`src/rtl/prog_pkg.sv`:
```
package prog_pkg;

  typedef enum logic [3:0] {
    ST_IDLE, ST_PRE, ST_LOAD, ST_SET, ST_STRB, ST_HOLD, ST_REL, ST_RD, ST_GAP
  } prog_st_e;

  // duration in ns -> whole clock cycles, rounded up, never below one
  function automatic int ns_to_cyc(input longint ns, input longint hz);
    longint c;
    c = (ns * hz + 64'sd999_999_999) / 64'sd1_000_000_000;
    if (c < 1) c = 1;
    return int'(c);
  endfunction

  function automatic int max2(input int a, input int b);
    return (a > b) ? a : b;
  endfunction

  // unlock prefix: step 0 and 2 hit 5555, step 1 hits 2AAA
  function automatic logic [14:0] pre_addr(input logic [1:0] step);
    return (step == 2'd1) ? 15'h2AAA : 15'h5555;
  endfunction

  function automatic logic [7:0] pre_data(input logic [1:0] step);
    case (step)
      2'd0:    return 8'hAA;
      2'd1:    return 8'h55;
      default: return 8'hA0;
    endcase
  endfunction

endpackage

```
`src/rtl/prog_cycle_timer.sv`:
```
module prog_cycle_timer #(
  parameter int W = 8
) (
  input  logic         clk,
  input  logic         rst_n,
  input  logic         load,
  input  logic [W-1:0] val,
  output logic         expired
);
  logic [W-1:0] cnt;

  always_ff @(posedge clk or negedge rst_n) begin
    if (!rst_n)          cnt <= '0;
    else if (load)       cnt <= val;
    else if (cnt != '0)  cnt <= cnt - W'(1);
  end

  assign expired = (cnt == '0);
endmodule

```
`src/rtl/prog_poll_eval.sv`:
```
module prog_poll_eval (
  input  logic clk,
  input  logic rst_n,
  input  logic clear,
  input  logic stb,
  input  logic toggle_mode,
  input  logic ref_b7,
  input  logic b7,
  input  logic b6,
  output logic hit
);
  logic have_prev, prev_b6;

  always_ff @(posedge clk or negedge rst_n) begin
    if (!rst_n) begin
      have_prev <= 1'b0;
      prev_b6   <= 1'b0;
      hit       <= 1'b0;
    end else if (clear) begin
      have_prev <= 1'b0;
      hit       <= 1'b0;
    end else if (stb) begin
      hit       <= toggle_mode ? (have_prev && (b6 == prev_b6)) : (b7 == ref_b7);
      prev_b6   <= b6;
      have_prev <= 1'b1;
    end
  end

  // toggle completion needs two reads since the poll phase began
  AST_TOGGLE_TWO_READS: assert property (@(posedge clk) disable iff (!rst_n)
    (stb && toggle_mode && !have_prev) |=> !hit);
endmodule

```
`src/rtl/page_prog_ctrl.sv`:
```
module page_prog_ctrl #(
  parameter int CLK_HZ     = 50_000_000,
  parameter int WP_NS      = 100,
  parameter int WPH_NS     = 50,
  parameter int RD_NS      = 90,
  parameter int OEH_NS     = 150,
  parameter int BLC_US     = 150,
  parameter int TWC_US     = 10_000,
  parameter int AW         = 15,
  parameter int DW         = 8,
  parameter int PAGE_BYTES = 64
) (
  input  logic                              clk,
  input  logic                              rst_n,
  input  logic                              start,
  input  logic [AW-$clog2(PAGE_BYTES)-1:0]  page,
  input  logic [$clog2(PAGE_BYTES):0]       byte_count,
  input  logic                              use_prefix,
  input  logic                              poll_toggle,
  input  logic [DW-1:0]                     wr_data,
  input  logic                              wr_valid,
  output logic                              wr_ready,
  output logic                              mem_ce_n,
  output logic                              mem_oe_n,
  output logic                              mem_we_n,
  output logic [AW-1:0]                     mem_addr,
  output logic [DW-1:0]                     mem_dq_out,
  output logic                              mem_dq_oe,
  input  logic [DW-1:0]                     mem_dq_in,
  output logic                              busy,
  output logic                              done,
  output logic                              timeout_err
);
  import prog_pkg::*;

  localparam int OW      = $clog2(PAGE_BYTES);
  localparam int PW      = AW - OW;
  localparam int CW      = OW + 1;
  localparam int WP_CYC  = ns_to_cyc(longint'(WP_NS),  longint'(CLK_HZ));
  localparam int WPH_CYC = ns_to_cyc(longint'(WPH_NS), longint'(CLK_HZ));
  localparam int RD_CYC  = ns_to_cyc(longint'(RD_NS),  longint'(CLK_HZ));
  localparam int OEH_CYC = ns_to_cyc(longint'(OEH_NS), longint'(CLK_HZ));
  localparam int BLC_CYC = ns_to_cyc(longint'(BLC_US) * 1000, longint'(CLK_HZ));
  localparam int TWC_CYC = ns_to_cyc(longint'(TWC_US) * 1000, longint'(CLK_HZ));
  localparam int PHW     = $clog2(max2(max2(WP_CYC, WPH_CYC), max2(RD_CYC, OEH_CYC)) + 1);
  localparam int LW      = $clog2(max2(BLC_CYC, TWC_CYC) + 1);

  prog_st_e       st, nx;
  logic [PW-1:0]  page_r;
  logic [CW-1:0]  cnt_r;
  logic [OW-1:0]  idx_r;
  logic [1:0]     pre_idx;
  logic           pre_on, tog_r, wrote_any, done_r, err_r;
  logic [AW-1:0]  addr_r;
  logic [DW-1:0]  data_r;
  logic           ph_load, ph_exp, lt_load, lt_exp, hit;
  logic [PHW-1:0] ph_val;
  logic [LW-1:0]  lt_val;
  logic           accept, last_byte, load_late, poll_late, finish;
  logic           unused_dq;

  assign accept    = (st == ST_LOAD) && wr_valid;
  assign last_byte = ({1'b0, idx_r} == (cnt_r - CW'(1)));
  assign load_late = (st == ST_LOAD) && wrote_any && lt_exp && !wr_valid;
  assign finish    = (st == ST_GAP) && ph_exp && hit;
  assign poll_late = lt_exp && ((st == ST_RD) || ((st == ST_GAP) && !finish));
  assign unused_dq = ^mem_dq_in[DW-3:0];

  always_comb begin
    nx = st;
    unique case (st)
      ST_IDLE: if (start) nx = use_prefix ? ST_PRE : ST_LOAD;
      ST_PRE:  nx = ST_SET;
      ST_LOAD: if (accept) nx = ST_SET; else if (load_late) nx = ST_IDLE;
      ST_SET:  nx = ST_STRB;
      ST_STRB: if (ph_exp) nx = ST_HOLD;
      ST_HOLD: if (ph_exp) begin
                 if (pre_on) nx = (pre_idx == 2'd2) ? ST_LOAD : ST_PRE;
                 else        nx = last_byte ? ST_REL : ST_LOAD;
               end
      ST_REL:  nx = ST_RD;
      ST_RD:   if (poll_late) nx = ST_IDLE; else if (ph_exp) nx = ST_GAP;
      ST_GAP:  if (finish || poll_late) nx = ST_IDLE; else if (ph_exp) nx = ST_RD;
      default: nx = ST_IDLE;
    endcase
  end

  // phase timer reloads on every state change with the length of the state entered
  always_comb begin
    unique case (nx)
      ST_STRB: ph_val = PHW'(WP_CYC - 1);
      ST_HOLD: ph_val = PHW'(WPH_CYC - 1);
      ST_RD:   ph_val = PHW'(RD_CYC - 1);
      ST_GAP:  ph_val = PHW'(OEH_CYC - 1);
      default: ph_val = '0;
    endcase
  end
  assign ph_load = (nx != st);
  assign lt_load = ((st == ST_STRB) && (nx == ST_HOLD)) || (nx == ST_REL);
  assign lt_val  = (nx == ST_REL) ? LW'(TWC_CYC - 1) : LW'(BLC_CYC - 1);

  prog_cycle_timer #(.W(PHW)) u_ph_tmr (
    .clk(clk), .rst_n(rst_n), .load(ph_load), .val(ph_val), .expired(ph_exp));
  prog_cycle_timer #(.W(LW)) u_lt_tmr (
    .clk(clk), .rst_n(rst_n), .load(lt_load), .val(lt_val), .expired(lt_exp));

  prog_poll_eval u_eval (
    .clk(clk), .rst_n(rst_n), .clear(st == ST_REL), .stb((st == ST_RD) && ph_exp),
    .toggle_mode(tog_r), .ref_b7(data_r[DW-1]), .b7(mem_dq_in[DW-1]),
    .b6(mem_dq_in[DW-2]), .hit(hit));

  always_ff @(posedge clk or negedge rst_n) begin
    if (!rst_n) begin
      st <= ST_IDLE;  page_r <= '0; cnt_r <= '0; idx_r <= '0; pre_idx <= '0;
      pre_on <= 1'b0; tog_r <= 1'b0; wrote_any <= 1'b0;
      addr_r <= '0;   data_r <= '0; done_r <= 1'b0; err_r <= 1'b0;
    end else begin
      st     <= nx;
      done_r <= finish;
      if (load_late || poll_late) err_r <= 1'b1;
      unique case (st)
        ST_IDLE: if (start) begin
          page_r <= page; cnt_r <= byte_count; pre_on <= use_prefix;
          tog_r <= poll_toggle; pre_idx <= '0; idx_r <= '0;
          wrote_any <= 1'b0; err_r <= 1'b0;
        end
        ST_PRE: begin
          addr_r <= AW'(pre_addr(pre_idx));
          data_r <= DW'(pre_data(pre_idx));
        end
        ST_LOAD: if (accept) begin
          addr_r <= {page_r, idx_r};
          data_r <= wr_data;
        end
        ST_STRB: if (ph_exp) wrote_any <= 1'b1;
        ST_HOLD: if (ph_exp) begin
          if (pre_on) begin
            if (pre_idx == 2'd2) pre_on <= 1'b0;
            else                 pre_idx <= pre_idx + 2'd1;
          end else if (!last_byte) begin
            idx_r <= idx_r + OW'(1);
          end
        end
        default: ;
      endcase
    end
  end

  assign wr_ready    = (st == ST_LOAD);
  assign mem_ce_n    = (st == ST_IDLE);
  assign mem_we_n    = (st != ST_STRB);
  assign mem_oe_n    = (st != ST_RD);
  assign mem_dq_oe   = (st == ST_SET) || (st == ST_STRB) || (st == ST_HOLD);
  assign mem_addr    = addr_r;
  assign mem_dq_out  = data_r;
  assign busy        = (st != ST_IDLE);
  assign done        = done_r;
  assign timeout_err = err_r;

  // pin-level counters used only by the checks below
  logic [7:0] we_lo, we_hi;
  always_ff @(posedge clk or negedge rst_n) begin
    if (!rst_n) begin
      we_lo <= '0; we_hi <= '0;
    end else begin
      we_lo <= mem_we_n ? 8'd0 : ((we_lo == 8'hFF) ? we_lo : we_lo + 8'd1);
      we_hi <= !mem_we_n ? 8'd0 : ((we_hi == 8'hFF) ? we_hi : we_hi + 8'd1);
    end
  end

  AST_OE_HIGH_ON_WRITE: assert property (@(posedge clk) disable iff (!rst_n)
    (!mem_we_n && !mem_ce_n) |-> mem_oe_n);
  AST_BUS_FREE_ON_READ: assert property (@(posedge clk) disable iff (!rst_n)
    $fell(mem_oe_n) |-> (!mem_dq_oe && !$past(mem_dq_oe)));
  AST_WE_LOW_WIDTH: assert property (@(posedge clk) disable iff (!rst_n)
    $rose(mem_we_n) |-> ($past(we_lo) >= 8'(WP_CYC - 1)));
  AST_WE_HIGH_WIDTH: assert property (@(posedge clk) disable iff (!rst_n)
    ($fell(mem_we_n) && wrote_any) |-> ($past(we_hi) >= 8'(WPH_CYC - 1)));
  AST_PAGE_HELD: assert property (@(posedge clk) disable iff (!rst_n)
    (!mem_we_n && !pre_on) |-> (mem_addr[AW-1:OW] == page_r));
  AST_STROBE_STABLE: assert property (@(posedge clk) disable iff (!rst_n)
    (!mem_we_n && !$rose(!mem_we_n)) |-> ($stable(mem_addr) && $stable(mem_dq_out)));
  AST_DONE_PULSE: assert property (@(posedge clk) disable iff (!rst_n)
    done |=> !done);
  AST_ERR_NO_DONE: assert property (@(posedge clk) disable iff (!rst_n)
    $rose(timeout_err) |-> !done);
  AST_READY_ONLY_LOADING: assert property (@(posedge clk) disable iff (!rst_n)
    wr_ready |-> (mem_we_n && !mem_dq_oe && mem_oe_n));
endmodule

```
`config.mk`:
```
export PLATFORM = sky130hd
export DESIGN_NAME = page_prog_ctrl
export DESIGN_NICKNAME = d
export VERILOG_FILES = /design/src/rtl/prog_pkg.sv /design/src/rtl/prog_cycle_timer.sv /design/src/rtl/prog_poll_eval.sv /design/src/rtl/page_prog_ctrl.sv
export SDC_FILE = /design/constraint.sdc
export NUM_CORES = 1
export LEC_CHECK = 0
export BUFFER_PORTS_ARGS = -buffer_cell sky130_fd_sc_hd__buf_2
export CELL_PAD_IN_SITES_DETAIL_PLACEMENT = 0
export CELL_PAD_IN_SITES_GLOBAL_PLACEMENT = 1
export CORE_MARGIN = 3
export CORE_UTILIZATION = 40
export CTS_CLUSTER_DIAMETER = 120
export DETAILED_ROUTE_END_ITERATION = 7
export PLACE_DENSITY_LB_ADDON = 0.1
export SLEW_MARGIN = 25
export SYNTH_ARGS = -nofsm -noshare
export SYNTH_HDL_FRONTEND = slang
export SYNTH_SLANG_ARGS = --single-unit
```
`constraint.sdc`:
```
create_clock -name clk -period 3.7 [get_ports clk]
set_input_delay 0.74 -clock clk [delete_from_list [all_inputs] [get_ports clk]]
set_output_delay 0.74 -clock clk [all_outputs]
set_load 0.05 [all_outputs]
```
**Word level (Yosys, flattened, before mapping)**

Index checks and enable logic that the tools add are counted.

- Multiplexer cells: 52
- Bitwise logic cells: 1
- Add/sub/neg operators: 5
- Reduce and logical (&&, ||, !) cells: 40
- Eq/ne operators: 29

Operators by type and width:

| operator | count |
|---|---|
| two-way mux 19 bit | 3 |
| two-way mux 4 bit | 11 |
| case mux 4 bit (9 select lines) | 1 |
| == test 4 x 3 -> 1 bit (second input constant) | 8 |
| case mux 8 bit (2 select lines) | 2 |
| two-way mux 15 bit | 2 |
| case mux 15 bit (2 select lines) | 1 |
| two-way mux 6 bit | 4 |
| zero test 19 bit | 1 |
| nonzero test 19 bit | 1 |
| subtractor 19 x 1 -> 19 bit (second input constant) | 1 |
| two-way mux 1 bit | 14 |
| inequality test 2 bit (second input constant) | 7 |
| two-way mux 2 bit | 6 |
| case mux 6 bit (2 select lines) | 1 |
| nonzero test 2 bit | 6 |
| logical AND 1 bit | 11 |
| AND reduction 5 bit | 2 |
| case mux 3 bit (3 select lines) | 1 |
| == test 4 x 2 -> 1 bit (second input constant) | 2 |
| == test 4 bit (second input constant) | 2 |
| zero test 4 bit | 2 |
| two-way mux 8 bit | 1 |
| inequality test 4 x 3 -> 1 bit (second input constant) | 2 |
| 22 further kinds | 35 |

- Logic and storage cells: 144
- Register bits after elaboration: 82
- Output and inout port bits: 31
- Input bits: 38

**Logic depth before layout (Yosys ltp)**

- Depth in word-level cells: 14
- Gate-level depth with buffers: 11

**Modules after synthesis**

From an unflattened synthesis, not the netlist that was laid out.

- Cells, all modules: 519
- Area total of the unflattened synthesis: 4544.4 µm²

Modules (own cells, without submodules):

| module | area each (µm²) | times used | cells an instance | sequential area each (µm²) |
|---|---|---|---|---|
| page_prog_ctrl | 3036.7 | 1 | 356 | 1401.3 |
| prog_cycle_timer (u_lt_tmr) | 1117.3 | 1 | 127 | 475.5 |
| prog_cycle_timer (u_ph_tmr) | 234.0 | 1 | 22 | 100.1 |
| prog_poll_eval | 156.4 | 1 | 14 | 75.1 |

**Least setup slack after synthesis**

OpenSTA, ideal clock, no wires.

- Kind: register to register
- Start point: register st[0]
- End point: register idx_r[3]
- Data required time: 3622 ps
- Stages on the path, launching flop included: 9
- Path slack: -136 ps
- Setup time: 78 ps
- Data arrival time: 3758 ps
- Cells stage by stage: dfrtp_1 clkbuf_1 nor4_1 nand2_1 a21o_1 a41o_1 clkbuf_1 or3_1 a21oi_1

- Cells in the longest elaborated chain, start to end: 3

RTL lines:

| what | line | text |
|---|---|---|
| start: declaration | page_prog_ctrl.sv:48 | `prog_st_e st, nx;` |
| start signal: assignment | page_prog_ctrl.sv:118 | `st <= nx;` |
| zero test 4 bit * | - |  |
| via mem_ce_n | page_prog_ctrl.sv:23 | `output logic mem_ce_n,` |
| inequality test 2 bit (no source line) or nonzero test 2 bit (tied branches) | - |  |
| AND reduction 5 bit (no source line) | - |  |
| end signal: assignment | page_prog_ctrl.sv:141 | `idx_r <= idx_r + OW'(1);` |
| end: declaration | page_prog_ctrl.sv:51 | `logic [OW-1:0] idx_r;` |

Mark *: on every way through the listed nets, which the timed path passes. The rest lies on a longest branch.
A chain may end at the register's enable or synchronous reset.

**Worst setup path in the final report**

- Start point: register u_lt_tmr.cnt[11]
- End point: register u_ph_tmr.cnt[0]

- Cells in the longest elaborated chain, start to end: 10

RTL lines:

| what | line | text |
|---|---|---|
| start: declaration | prog_cycle_timer.sv:10 | `logic [W-1:0] cnt;` |
| start signal: assignment | prog_cycle_timer.sv:14 | `else if (load) cnt <= val;` |
| start signal: assignment | prog_cycle_timer.sv:15 | `else if (cnt != '0) cnt <= cnt - W'(1);` |
| zero test 19 bit * | prog_cycle_timer.sv:18 | `assign expired = (cnt == '0);` |
| logical AND 1 bit (2 in a row) | page_prog_ctrl.sv:64 | `assign load_late = (st == ST_LOAD) && wrote_any && lt_exp && !wr_valid;` |
| two-way mux 4 bit (2 in a row) | page_prog_ctrl.sv:74 | `ST_LOAD: if (accept) nx = ST_SET; else if (load_late) nx = ST_IDLE;` |
| case mux 4 bit (9 select lines) * | page_prog_ctrl.sv:71 | `unique case (st)` |
| via nx[0] | page_prog_ctrl.sv:48 |  |
| == test 4 x 3 -> 1 bit | page_prog_ctrl.sv:90 | `unique case (nx)` |
| OR reduction 2 bit (no source line) | - |  |
| case mux 3 bit (3 select lines) | page_prog_ctrl.sv:90 |  |
| two-way mux 4 bit | prog_cycle_timer.sv:14 |  |
| end signal: assignment | prog_cycle_timer.sv:14 |  |
| end signal: assignment | prog_cycle_timer.sv:15 |  |
| end: declaration | prog_cycle_timer.sv:10 |  |

Marked as above.

==> summary.md <==
The run finished with clean final reports. In this run the horizontal extent of the chip is 111.0 um. Data on the critical path is required at its endpoint by 3960 ps. In this run, synthesis produced a sequential element count of 82. Critical register-to-register path endpoint: u_ph_tmr.cnt[0]. In this run, placement finished with an instance count of 685.

The initial core utilization was 0.4199. STA classifies the critical path endpoint as a flip-flop. In the post-synthesis netlist, the biggest area contributors are sky130_fd_sc_hd__dfrtp_1 46%, sky130_fd_sc_hd__nand2_1 7.0%, sky130_fd_sc_hd__a21oi_1 5.9%, sky130_fd_sc_hd__nor2_1 4.6%, sky130_fd_sc_hd__xnor2_1 3.0%. For the pin count of the biggest net entering global routing, the log shows 83. The maximum fanout count along the critical path was 10.

The buffer type at the clock tree root is sky130_fd_sc_hd__clkbuf_8. The first global-routing pass estimated 18.13 mm of wire. Yosys synthesis warning count: 0. Largest area contributor in the synthesized netlist: sky130_fd_sc_hd__dfrtp_1.

The slew at the pin closest to its max-slew limit works out to 777.8 ps. Setup repair after global routing left no endpoint under its margin. For the worst flop-to-flop path, the logic depth is 7.

After the flow finishes, the layout carries non-filler instances totaling 701. Reg-to-reg critical path startpoint: u_lt_tmr.cnt[11]. With fillers left out, the area of the finished cells amounts to 0.005071 mm2.

The initial antenna violation count was 0; the distinct cell type count after synthesis was 60. Across the VDD grid, the largest voltage drop is 0.4746 mV. After detailed routing, the number of remaining DRC violations is 0. The number of levels in the clock H-tree was 3; the buffers inserted during post-CTS setup optimization was 0.

The library cells used most frequently in the layout, excluding fill and tap cells, are 82 x sky130_fd_sc_hd__nand2_1, 82 x sky130_fd_sc_hd__dfrtp_1, 61 x sky130_fd_sc_hd__buf_2, 54 x sky130_fd_sc_hd__nor2_1, 52 x sky130_fd_sc_hd__a21oi_1. The violation count after the first detailed-routing iteration is 160, and the number of enable flip-flop cells after synthesis is 0. Final critical delay including setup and external delays: 2942 ps. After clock tree synthesis, the clock-pin slew on the worst setup and hold paths is 90 ps. The completed layout was analyzed and its total power is 0.004802 W. The setup path with the least slack is of type reg -> reg. For the final hold violation count, the log shows 0.

TritonCTS built the clock tree. The die extent in y is 111.0 um, and the highest clock rate is 339.9 MHz. The clock sink count was 82; the number of I/O port buffers was 62. The post-cts resize count came out at 0.

The number of antenna repair diodes was 0. After detailed placement, the total cell area comes to 0.004870 mm2. The clock passes through at most 2 buffers. Compound-cell area share of the yosys netlist: 0.1557. The reported leakage power is 2.290 nW, and the portion of synthesized cell area occupied by the leading cell type is 0.4650.

The final count of negative-setup-slack endpoints is 0, and the final HPWL from detailed placement is 7.429 mm. Insertion delay of the later-clocked pin in the worst-skew pair: 350 ps. For the final database, setup skew stands at 8.854 ps.

Max-cap violations in this run came to 0. The tools report the post-synthesis instance area as 0.004413 mm2. The worst register-to-register path has a setup slack of 760 ps.

Number of placed I/O pins: 69. The most used flip-flop cell after synthesis is sky130_fd_sc_hd__dfrtp_1. The worst min-delay path class is in -> async. Adding up every negative setup slack in the final design gives 0 ps. The multiplexer share of the synthesized area was 0.009356. Share of the cycle needed by the critical path after routing: 0.7952. The worst-case headroom to the max-slew limit is 0.4815. The logs give 0 for the overflow left after global routing and 4 for the number of search-and-repair iterations in the first detailed-routing pass.

Average vias per placed instance: 5.302. The simple-gate area share of the yosys netlist was 0.2481; the antenna violation net count after detailed routing was 0. The routed layout has 3717 vias. The adder-cell share of the synthesized area came out at 0.02552. The global routing usage summed across all routing layers was 0.1771; the post-detailed-route wirelength per cell was 15.10 um.

For this run, the post-layout net count is 607. Counting every net in the synthesized netlist gives 552. The via count of the first global-routing pass was 3710. The share of the synthesized netlist area taken by xor and xnor gates is 0.05897.

The fraction of synthesis flops using an asynchronous set or reset pin was 1.000. For the register area share after synthesis, the log shows 0.4650. In this run the worst setup path begins at u_lt_tmr.cnt[11]. In this run, CTS created clock tree buffers numbering 9. In this run the standard cell core region covers 0.01051 mm2. The initialized floorplan defines 37 standard-cell rows. Data arrives at the worst endpoint at 3200 ps.

Share of layout cells above drive strength 1: 0.1788. The die footprint is 0.01233 mm2. In this run the power density over the cells is 946.9 mW/mm2. The total routed wirelength is 10.58 mm, and the average size of a mapped cell is 8.739 um2. STA classifies the critical path startpoint as a flip-flop.

After synthesis, the largest family of logic cells by area is simple AND/OR/NAND/NOR gates. The final-report max-slew violation count is 0, and the routability congestion estimate from global placement is 0.7759. For the number of instances in the synthesized netlist, the log shows 505.

The area growth from synthesis to layout is 14.91%. For this design, the CTS-stage hold fixing added 0 buffers.
-- cell families (layout without fill, tap and decap cells) --
kind of cell	Yosys count	after routing
and+or+nand+nor	226	226
AOI/OAI and AO/OA	113	113
DFF	82	82
buffers and inverters	43	103
xor gates and xnor gates	28	28
adders and majority gates	9	9
muxes	4	4
-- area by class of cell --
class | count | area [um2]
clock buffers | 9 | 123.9
clock inverters | 7 | 77.57
fillers | 1034 | 5438
inverters | 19 | 71.32
multi-input cells | 380 | 2215
flip-flops and latches | 82 | 2052
well taps | 136 | 170.2
repair buffers | 68 | 361.6
-- critical path, stage by stage (launching register included) --
cell                       delay [ps]
sky130_fd_sc_hd__dfrtp_1          440
sky130_fd_sc_hd__or4_4            580
sky130_fd_sc_hd__or3_4            380
sky130_fd_sc_hd__nor4_4           590
sky130_fd_sc_hd__o211ai_2         220
sky130_fd_sc_hd__xnor2_2          200
sky130_fd_sc_hd__nand4_2          200
sky130_fd_sc_hd__o311ai_2         250
-- registers in the layout, summed over array words and instances (netlist names), 2 cells and up --
name,cells
st,4
mem_addr,15
mem_dq_out,8
pre_idx,2
idx_r,6
u_ph_tmr.cnt,4
u_lt_tmr.cnt,19
page_r,9
cnt_r,7
-- cells in the mapped netlist, types with 3 or more instances --
cell,instances
sky130_fd_sc_hd__a21oi_1,52
sky130_fd_sc_hd__a22o_1,3
sky130_fd_sc_hd__a31oi_1,5
sky130_fd_sc_hd__and2_1,4
sky130_fd_sc_hd__clkbuf_1,23
sky130_fd_sc_hd__dfrtp_1,82
sky130_fd_sc_hd__ha_1,9
sky130_fd_sc_hd__inv_1,18
sky130_fd_sc_hd__mux2i_1,3
sky130_fd_sc_hd__nand2_1,82
sky130_fd_sc_hd__nand2b_1,12
sky130_fd_sc_hd__nand3_1,10
sky130_fd_sc_hd__nand4_1,4
sky130_fd_sc_hd__nor2_1,54
sky130_fd_sc_hd__nor2b_1,6
sky130_fd_sc_hd__nor3_1,18
sky130_fd_sc_hd__nor4_1,4
sky130_fd_sc_hd__o211ai_1,5
sky130_fd_sc_hd__o21ai_0,25
sky130_fd_sc_hd__or3_1,12
sky130_fd_sc_hd__xnor2_1,15
sky130_fd_sc_hd__xor2_1,11
-- how the worst max path moves through the flow --
stage                                  to  slack [ps]  cells after the start
after CTS                 u_ph_tmr.cnt[0]         730                      7
after global placement    u_ph_tmr.cnt[0]         790                      7
after floorplan                  idx_r[3]         630                      8
after detailed placement  u_ph_tmr.cnt[0]         770                      7
final                     u_ph_tmr.cnt[0]         760                      7
after global routing      u_ph_tmr.cnt[0]         560                      7
-- power by group --
part	leakage (nW)	switching [W]	internal, W
combinational	1.20	0.00164	0.000863
clock	0.0998	0.000347	0.000317
sequential	0.994	0.000383	0.00126
-- through the flow --
step	utilization	hold slack [ps]	setup WS, ps
2_1_floorplan	-	444.4	630.8
3_3_place_gp	0.4630	457.0	794.5
3_5_place_dp	0.4634	462.6	766.5
4_1_cts	0.4826	462.7	734.4
5_1_grt	0.4826	443.3	559.7
6_report	0.4826	418.3	757.6
-- layer usage --
layer | routed length [um] | track usage | vias to the layer above
li1 | - | - | 1856
met2 | 5218 | 0.2985 | 56
met3 | 383 | 0.03821 | 10
met5 | 0 | 0 | -
met4 | 99 | 0.04217 | 0
met1 | 4883 | 0.2336 | 1795
No activity file was read; power rests on OpenSTA's default activity.
